**config.mk**
```make
export PLATFORM = sky130hd
export DESIGN_NAME = oneshot_dual_trig
export DESIGN_NICKNAME = d
export VERILOG_FILES = /design/src/rtl/oneshot_dual_trig.sv
export SDC_FILE = /design/constraint.sdc
export NUM_CORES = 1
export LEC_CHECK = 0
export BUFFER_PORTS_ARGS = -buffer_cell sky130_fd_sc_hd__buf_2
export CAP_MARGIN = 20
export CORE_MARGIN = 3
export CORE_UTILIZATION = 40
export DETAILED_ROUTE_END_ITERATION = 10
export SYNTH_ARGS = -nofsm -noshare
export SYNTH_HDL_FRONTEND = slang
export SYNTH_SLANG_ARGS = --single-unit
```
**constraint.sdc**
```tcl
create_clock -name clk -period 1.8 [get_ports clk]
set_clock_uncertainty 0.2 [all_clocks]
set_input_delay 0.36 -clock clk [delete_from_list [all_inputs] [get_ports clk]]
set_output_delay 0.36 -clock clk [all_outputs]
set_load 0.03 [all_outputs]
```
**src/rtl/oneshot_dual_trig.sv**
```systemverilog
module oneshot_dual_trig #(
  parameter int WIDTH = 8
) (
  input  logic             clk,
  input  logic             rst,
  input  logic             clr_n,
  input  logic             trig_fall,
  input  logic             trig_rise,
  input  logic [WIDTH-1:0] len,
  output logic             q,
  output logic             q_n
);
  localparam logic [WIDTH-1:0] ONE = {{(WIDTH-1){1'b0}}, 1'b1};

  logic             fall_q, rise_q, clr_q, arm;
  logic [WIDTH-1:0] cnt;
  logic             busy, gate_ok, fire, arm_set;
  logic [WIDTH-1:0] load;

  assign busy    = (cnt != '0);
  assign gate_ok = clr_n & ~trig_fall & trig_rise;
  assign fire    = ~busy & gate_ok & (fall_q | ~rise_q | (~clr_q & arm));
  assign arm_set = clr_n & (trig_fall | ~trig_rise);
  assign load    = (len == '0) ? ONE : len;

  assign q   = busy & clr_n;
  assign q_n = ~q;

  always_ff @(posedge clk) begin
    if (rst) begin
      fall_q <= 1'b0;
      rise_q <= 1'b1;
      clr_q  <= 1'b1;
      arm    <= 1'b0;
      cnt    <= '0;
    end else begin
      fall_q <= trig_fall;
      rise_q <= trig_rise;
      clr_q  <= clr_n;
      if (arm_set)   arm <= 1'b1;
      else if (fire) arm <= 1'b0;
      if (!clr_n)    cnt <= '0;
      else if (fire) cnt <= load;
      else if (busy) cnt <= cnt - ONE;
    end
  end

  assert_clear_forces_low_R6: assert property (@(posedge clk) disable iff (rst)
    !clr_n |-> !q);

  assert_complement_R9: assert property (@(posedge clk) disable iff (rst)
    q_n == !q);

  assert_no_retrigger_R4: assert property (@(posedge clk) disable iff (rst)
    (busy && clr_n) |=> (cnt == $past(cnt) - ONE));

  assert_length_loaded_R5: assert property (@(posedge clk) disable iff (rst)
    $rose(busy) |-> (cnt == (($past(len) == '0) ? ONE : $past(len))));

  assert_fires_only_when_gated_R3: assert property (@(posedge clk) disable iff (rst)
    $rose(busy) |-> ($past(clr_n) && !$past(trig_fall) && $past(trig_rise)));
endmodule

```
# After elaboration in Yosys (flattened, before gate mapping)
# Index checks and enable logic that the tools add are counted.
dict set report op_classes {
  mux 5
  bitwise_logic 17
  order_cmp 0
  n_mul 0
  n_addsub 1
  eq_ne 0
  shift 0
  n_div 0
  n_reduce_logical 5
}
# cell count
set op_table {}
lappend op_table {{2-to-1 mux 8 bit} 3}
lappend op_table {{logical NOT 8 bit} 1}
lappend op_table {{nonzero test 8 bit} 1}
lappend op_table {{subtractor 8 x 1 -> 8 bit (second input constant)} 1}
lappend op_table {{AND 1 bit} 7}
lappend op_table {{inverter 1 bit} 7}
lappend op_table {{nonzero test 2 bit} 2}
lappend op_table {{OR 1 bit} 3}
lappend op_table {{2-to-1 mux 1 bit} 2}
lappend op_table {{OR reduction 2 bit} 1}
dict set report totals {
  output_inout_bits 2
  register_bits 12
  word_cells 33
  romBits 0
  ram_bits 0
  latchBits 0
  memories 0
  in_bits 13
}

# Longest topological paths before layout
# Gate-level depths: netlist of run 1.
dict set report depth {
  depth_word 7
  ltp_mapped 6
  ltp_nobuf 6
}

# Worst setup path before layout of run 1
# No wires, ideal clock.
dict set report synth_path {
  path_kind {register -> output}
  startpoint {reg cnt[0]}
  endpoint {out q}
  arrival_time_ns 1.524
  stages_incl_launch_ff 7
  required_ns 1.240
  n_path_buf 0
  slack_ns -0.284
  cell_sequence {dfxtp_1 inv_1 ha_1 nor4b_4 nand2_1 nand2_1 inv_1}
}
dict set report synth_between {
  elab_chain_len 2
}
# item line_no
set synth_rtl {}
lappend synth_rtl {{start, declared} 16} ;# logic [WIDTH-1:0] cnt;
lappend synth_rtl {{start signal, assigned} 43} ;# else if (fire) cnt <= load;
lappend synth_rtl {{start signal, assigned} 44} ;# else if (busy) cnt <= cnt - ONE;
lappend synth_rtl {{nonzero test 8 bit} 20} ;# assign busy = (cnt != '0);
lappend synth_rtl {{AND 1 bit} 26} ;# assign q = busy & clr_n;
lappend synth_rtl {{end, declared} 10} ;# output logic q,
# Every way passes these cells.

# Worst setup path in the final report of run 1
dict set report layout_path {
  startpoint {reg cnt[1]}
  endpoint {out q}
}
# Same word-level chain as after synthesis.

==> metrics.md, run 1 <==
| Metric | Value |
|---|---|
| Status | `finished, violations left` |
| Failing checks | `negative setup slack` |
| Slew at the pin closest to its max-slew limit | `419 ps` |
| Max Slew Vio Count | `0` |
| Commonest non-fill, non-tap cell in the layout | `buf_4` |
| Top Ports | `15` |
| CP endpoint kind | `output pin` |
| Finished Cell Area | `933 um2` |
| Slew HR | `71.8%` |
| Clk slew on worst S/H paths | `70 ps` |
| Die area | `2190 um2` |
| Drt drc | `0` |
| Layout cells sized above 1 | `47.2%` |
| Post-synth EDFFs | `0` |
| Via Count | `655` |
| Starting Density | `43.1%` |
| H-tree Lvls | `1` |
| Critical R2R Launch | `cnt[0]` |
| Period utilization | `110%` |
| Synth Flop Type | `dfxtp_1` |
| Min-delay src | `rst` |
| Largest net degree at the start of global routing | `9` |
| RD Place Congestion | `0.802` |
| Final hold vios | `0` |
| DIE WIDTH | `46.8 um` |
| Fmax | `506 MHz` |
| Number of global-route vias before repair | `533` |
| Tmin final | `1980 ps` |
| Final setup viols | `2` |
| GR Overflow Total | `0` |
| Rows | `14` |
| Fin nets | `123` |
| Synth Area per Inst | `8.86 um2` |
| Area Overhead vs Synth | `40.5%` |
| Synth Instances | `75` |
| Critical path data required time | `1240 ps` |
| Skew-Pair Late Insertion Delay | `270 ps` |
| First-pass GRT wire length | `2440 um` |
| Max-cap violations | `0` |
| Crit path max fanout | `2` |
| Pre-CTS WS | `49.2 ps` |
| Die extent in y | `46.8 um` |
| Synthesized area | `664 um2` |
| Fillcell total | `134` |
| GRT Overall Usage | `17.0%` |
| Worst setup SP type | `flip-flop` |
| Yosys Warn Count | `0` |
| Core Util, Final | `60.6%` |
| Ant diodes | `0` |
| PD cells | `2290 nW/um2` |
| Critical path's slowest cell | `dfxtp_2` |
| Vias/cell | `5.37` |
| Leakage | `0.000409 uW` |
| Initial antenna violation count | `0` |
| Initial DRC Count | `11` |
| CTS tree | `yes` |
| Crit Path Category | `flip-flop to output pin` |
| Input/output buffers | `14` |
| Core area | `1540 um2` |
| Register bit total from synthesis | `12` |
| Worst Path Buf+Inv | `3` |
| Kind of cell adding the most delay to the critical path | `simple AND/OR/NAND/NOR gates` |
| Max stage delay on crit path | `330 ps` |
| CTS sink count | `12` |
| Total power draw | `2140 uW` |
| Most frequent cells in the layout | `15 x buf_4, 13 x buf_2, 10 x dfxtp_1` |
| Crit path DAT | `1420 ps` |
| Detail Placement HPWL | `1120 um` |
| DRT antenna net count | `0` |
| RSZ-0062 raised after global routing | `true` |
| Net Count, Synth | `90` |
| Post-Route WL | `1600 um` |
| Instance area at placement | `825 um2` |
| Fraction of registers with async set/reset | `0%` |
| Synth cell types | `30` |
| Num CTS Buffers | `3` |
| Seq/Total Area, Yosys | `36.2%` |
| Root buffer cell | `clkbuf_4` |
| Maximum vdd drop | `1.78 mV` |
| Setup WS post-layout | `-178 ps` |
| Hold Path Class | `input port to flip-flop` |
| Max clock buf depth | `2` |
| 1st-pass router iterations | `4` |
| Crit. Startpoint | `cnt[1]` |
| Routed wire per std cell | `13.1 um` |
| Hold WS | `89.7 ps` |
| Cells along the critical path | `inv_2 > ha_4 > nor4b_4 > nand2_2 > nand2_4 > clkinvlp_4 > buf_6` |
## metrics by stage
| stage | cells | setup TNS (ps) |
|---|---|---|
| 6_report | 122 | -345 |
| 4_1_cts | 118 | -378 |
| 5_1_grt | 122 | -490 |
| 3_3_place_gp | 110 | 0 |
| 2_1_floorplan | 75 | -25.8 |
| 3_5_place_dp | 110 | 0 |
## worst reg2reg max path: cells and delay by family, from the launching register on
kind / cells / cell delay, ps
compound gates: 1 / 160
fa+ha+maj: 1 / 150
buf+inv: 4 / 380
flops: 1 / 330
simple gates: 2 / 460
## flip-flops by register name, indices dropped and copies added (netlist names)
register	cells
arm	1
clr_q	1
cnt	8
fall_q	1
rise_q	1
## final timing paths
| check | slack [ps] | cells past startpoint | endpoint |
|---|---|---|---|
| worst min-delay path | 90 | 2 | arm |
| worst min register to register | 270 | 2 | arm |
| worst max register to register | 70 | 8 | cnt[4] |
| worst max-delay path | -180 | 7 | q |
## synthesized netlist by cell type, drive strengths merged (2+ instances only)
cell type	count	share of area [%]
inv	5	2.8
nor3	2	3.2
dfxtp	12	36
a21oi	7	5.3
nor2b	2	1.9
o21ai	4	3.6
a31oi	4	3.8
nor2	5	2.8
a22oi	2	2.3
mux2i	2	3.0
xor2	2	2.6
nor4	2	4.1
nand2	9	5.1
nand2b	2	1.9
ha	2	3.8
or2	2	1.9
## where the power goes
group / switching, uW / total (uW) / internal, uW
sequential: 94.4 / 445 / 351
combinational: 743 / 1530 / 784
clock: 86.0 / 164 / 77.5
## routing by layer
metal | global-route usage [%] | routed length (um) | share of wire, %
met3 | 4.60 | 86 | 5.4
met2 | 24.2 | 708 | 44
met5 | 0 | 0 | 0
met1 | 21.4 | 758 | 47
met4 | 13.3 | 47 | 2.9
## cells by family (layout without fill, tap and decap cells)
kind of cell	count (synthesis)	after routing	synth area share [%]
buf+inv	6	37	3.39
xor+xnor	2	2	2.64
simple gates	31	31	31.5
fa+ha+maj	2	2	3.77
compound gates	19	19	17.9
flops	12	12	36.2
mux	3	3	4.71
## final cells by class
| cell class | count | area, um2 | share of cell area (%) |
|---|---|---|---|
| clock buffer | 3 | 22.5 | 2.41 |
| inverter | 5 | 22.5 | 2.41 |
| sequential | 12 | 243 | 26.0 |
| timing repair buffer | 29 | 189 | 20.2 |
| multi-input combinational | 57 | 437 | 46.8 |
| tap | 16 | 20.0 | 2.14 |
## repair_timing
| action | CTS | global route |
|---|---|---|
| hold endpoints to repair | 0 | 0 |
| buffers inserted | 5 | 4 |
| pin swaps | 3 | 3 |
| hold buffers | 0 | 0 |
| gates resized for setup | 2 | 2 |
| setup endpoints to repair | 2 | 2 |
Note: power is estimated with default switching activity, not from simulation.
==> run 2, diff against run 1 <==
- clock period: 1.8 -> 2.4 ns (I/O delays scaled with it)
==> run 2 against run 1 <==
The flow now finishes without violations. Die area stayed put. Total power down 36%. Setup slack gained 330 ps. Sequential cell count is the same. Worst hold slack improved by 100 ps. Final area decreased by 13%. Clock power is essentially flat. First-iteration DRC count shrank 55%. Sequential share of layout area rose by 3.5 points.
==> metrics.md, run 2 (synthesis results as in run 1) <==
| Metric | Value |
|---|---|
| Max stage delay on crit path | `340 ps` |
| Commonest non-fill, non-tap cell in the layout | `buf_2` |
| Crit. Startpoint | `cnt[1]` |
| Starting Density | `43.1%` |
| Non-filler cells, final | `110` |
| Final hold vios | `0` |
| Critical R2R Launch | `cnt[1]` |
| CP Depth | `7` |
| Fin Setup TNS | `0 ps` |
| Period utilization | `93.4%` |
| Pre-CTS WS | `326 ps` |
| Worst setup SP type | `flip-flop` |
| RD Place Congestion | `0.764` |
| GR Overflow Total | `0` |
| 1st-pass router iterations | `4` |
| Critical path's slowest cell | `dfxtp_1` |
| Clock power frac | `12.1%` |
| Crit path max fanout | `4` |
| Core area | `1540 um2` |
| Fin nets | `110` |
| Depth of the worst register-to-register path | `6` |
| Largest net degree at the start of global routing | `9` |
| Post-placement cell count | `105` |
| Detail Placement HPWL | `1050 um` |
| H-tree Lvls | `1` |
| Area Overhead vs Synth | `22.6%` |
| Slew HR | `72.1%` |
| Total power draw | `1370 uW` |
| Met3 wire length | `105 um` |
| Num CTS Buffers | `3` |
| Most frequent cells in the layout | `14 x buf_2, 12 x dfxtp_1, 9 x nand2_1` |
| Layout cells sized above 1 | `33.0%` |
| Crit path DAT | `1560 ps` |
| Hold Path Class | `input port to flip-flop` |
| CTS sink count | `12` |
| RSZ-0062 raised after global routing | `false` |
| Drt drc | `0` |
| Tmin final | `2240 ps` |
| Leakage | `0.000355 uW` |
| First-pass GRT wire length | `2180 um` |
| Largest Register | `cnt` |
| Clk slew on worst S/H paths | `80 ps` |
| Hold Crit Depth | `2` |
| Top Ports | `15` |
| Post-Route WL | `1400 um` |
| Cells along the critical path | `inv_1 > ha_4 > nor4b_4 > nand2_1 > nand2_1 > inv_1 > buf_2` |
| Min-delay src | `rst` |
| Vias/cell | `5.34` |
| Maximum vdd drop | `1.12 mV` |
| Worst Path Buf+Inv | `3` |
| Routed met1 length | `681 um` |
| Met2 WL | `614 um` |
| Rows | `14` |
| Instance area at placement | `758 um2` |
| CTS tree | `yes` |
| Routed wire per std cell | `12.7 um` |
| Final setup viols | `0` |
| Ant diodes | `0` |
| Skew-Pair Late Insertion Delay | `280 ps` |
| Initial DRC Count | `5` |
| Via Count | `587` |
| Finished Cell Area | `815 um2` |
| Max Slew Vio Count | `0` |
| Reg power frac | `24.6%` |
| P_sw | `607 uW` |
| Max-cap violations | `0` |
| Critical path data required time | `1720 ps` |
| Kind of cell adding the most delay to the critical path | `simple AND/OR/NAND/NOR gates` |
| Die extent in y | `46.8 um` |
| Status | `finished clean` |
| Die area | `2190 um2` |
| Setup WS post-layout | `157 ps` |
| PD cells | `1680 nW/um2` |
| DR top layer | `met3` |
| Max clock buf depth | `2` |
| Initial antenna violation count | `0` |
| Max reg flops | `8` |
| Slew at the pin closest to its max-slew limit | `415 ps` |
| DRT antenna net count | `0` |
| CP endpoint kind | `output pin` |
| Input/output buffers | `14` |
| DIE WIDTH | `46.8 um` |
| Comb power frac | `63.3%` |
| Switching share of power | `44.4%` |
| P_int | `761 uW` |
| Number of global-route vias before repair | `500` |
| Fmax | `446 MHz` |
| Root buffer cell | `clkbuf_4` |
| GRT Overall Usage | `14.3%` |
| Crit Path Category | `flip-flop to output pin` |
## run 2: per-stage QoR
| stage | hold WS, ps | util, % |
|---|---|---|
| finish | 194 | 52.8 |
| global route | 180 | 52.8 |
| CTS | 187 | 51.5 |
| detailed placement | 268 | 49.2 |
| global placement | 267 | 49.2 |
| floorplan | 243 | - |
## run 2: power by group through the flow
stage	Combinational, uW	Clock [uW]	Sequential (uW)
4_1_cts	805	170	336
3_5_place_dp	800	0	338
2_1_floorplan	613	0	326
3_3_place_gp	803	0	341
5_1_grt	961	181	348
6_report	866	165	337
## run 2: worst register-to-register path: cells and delay by family, from the launching register on
kind                       cells  cell delay [ps]
adders and majority gates      1              180
and+or+nand+nor                2              570
DFF                            1              380
AOI/OAI and AO/OA              1              150
buffers and inverters          2              260
## run 2: timing repair
item | CTS | global route
gates resized for setup | 0 | 3
setup buffers | 0 | 1
setup endpoints to repair | 0 | 2
hold buffers | 0 | 0
## run 2: path summary, 6_finish.rpt
kind,to,slack [ps]
setup / recovery,q,160
hold / removal,arm,190
setup reg to reg,cnt[4],580
hold reg to reg,arm,280
## run 2: area by class of cell
cell class / instances / area [um2]
inverter: 5 / 18.8
tap: 16 / 20.0
clock buffer: 4 / 36.3
fill: 163 / 727
multi-input combinational: 57 / 414
timing repair buffer: 16 / 85.1
sequential: 12 / 240
## run 2: metal layers
layer,up-vias,track usage [%]
met4,0,3.31
met5,-,0
met1,259,18.7
met3,0,8.05
met2,19,20.6
li1,309,-
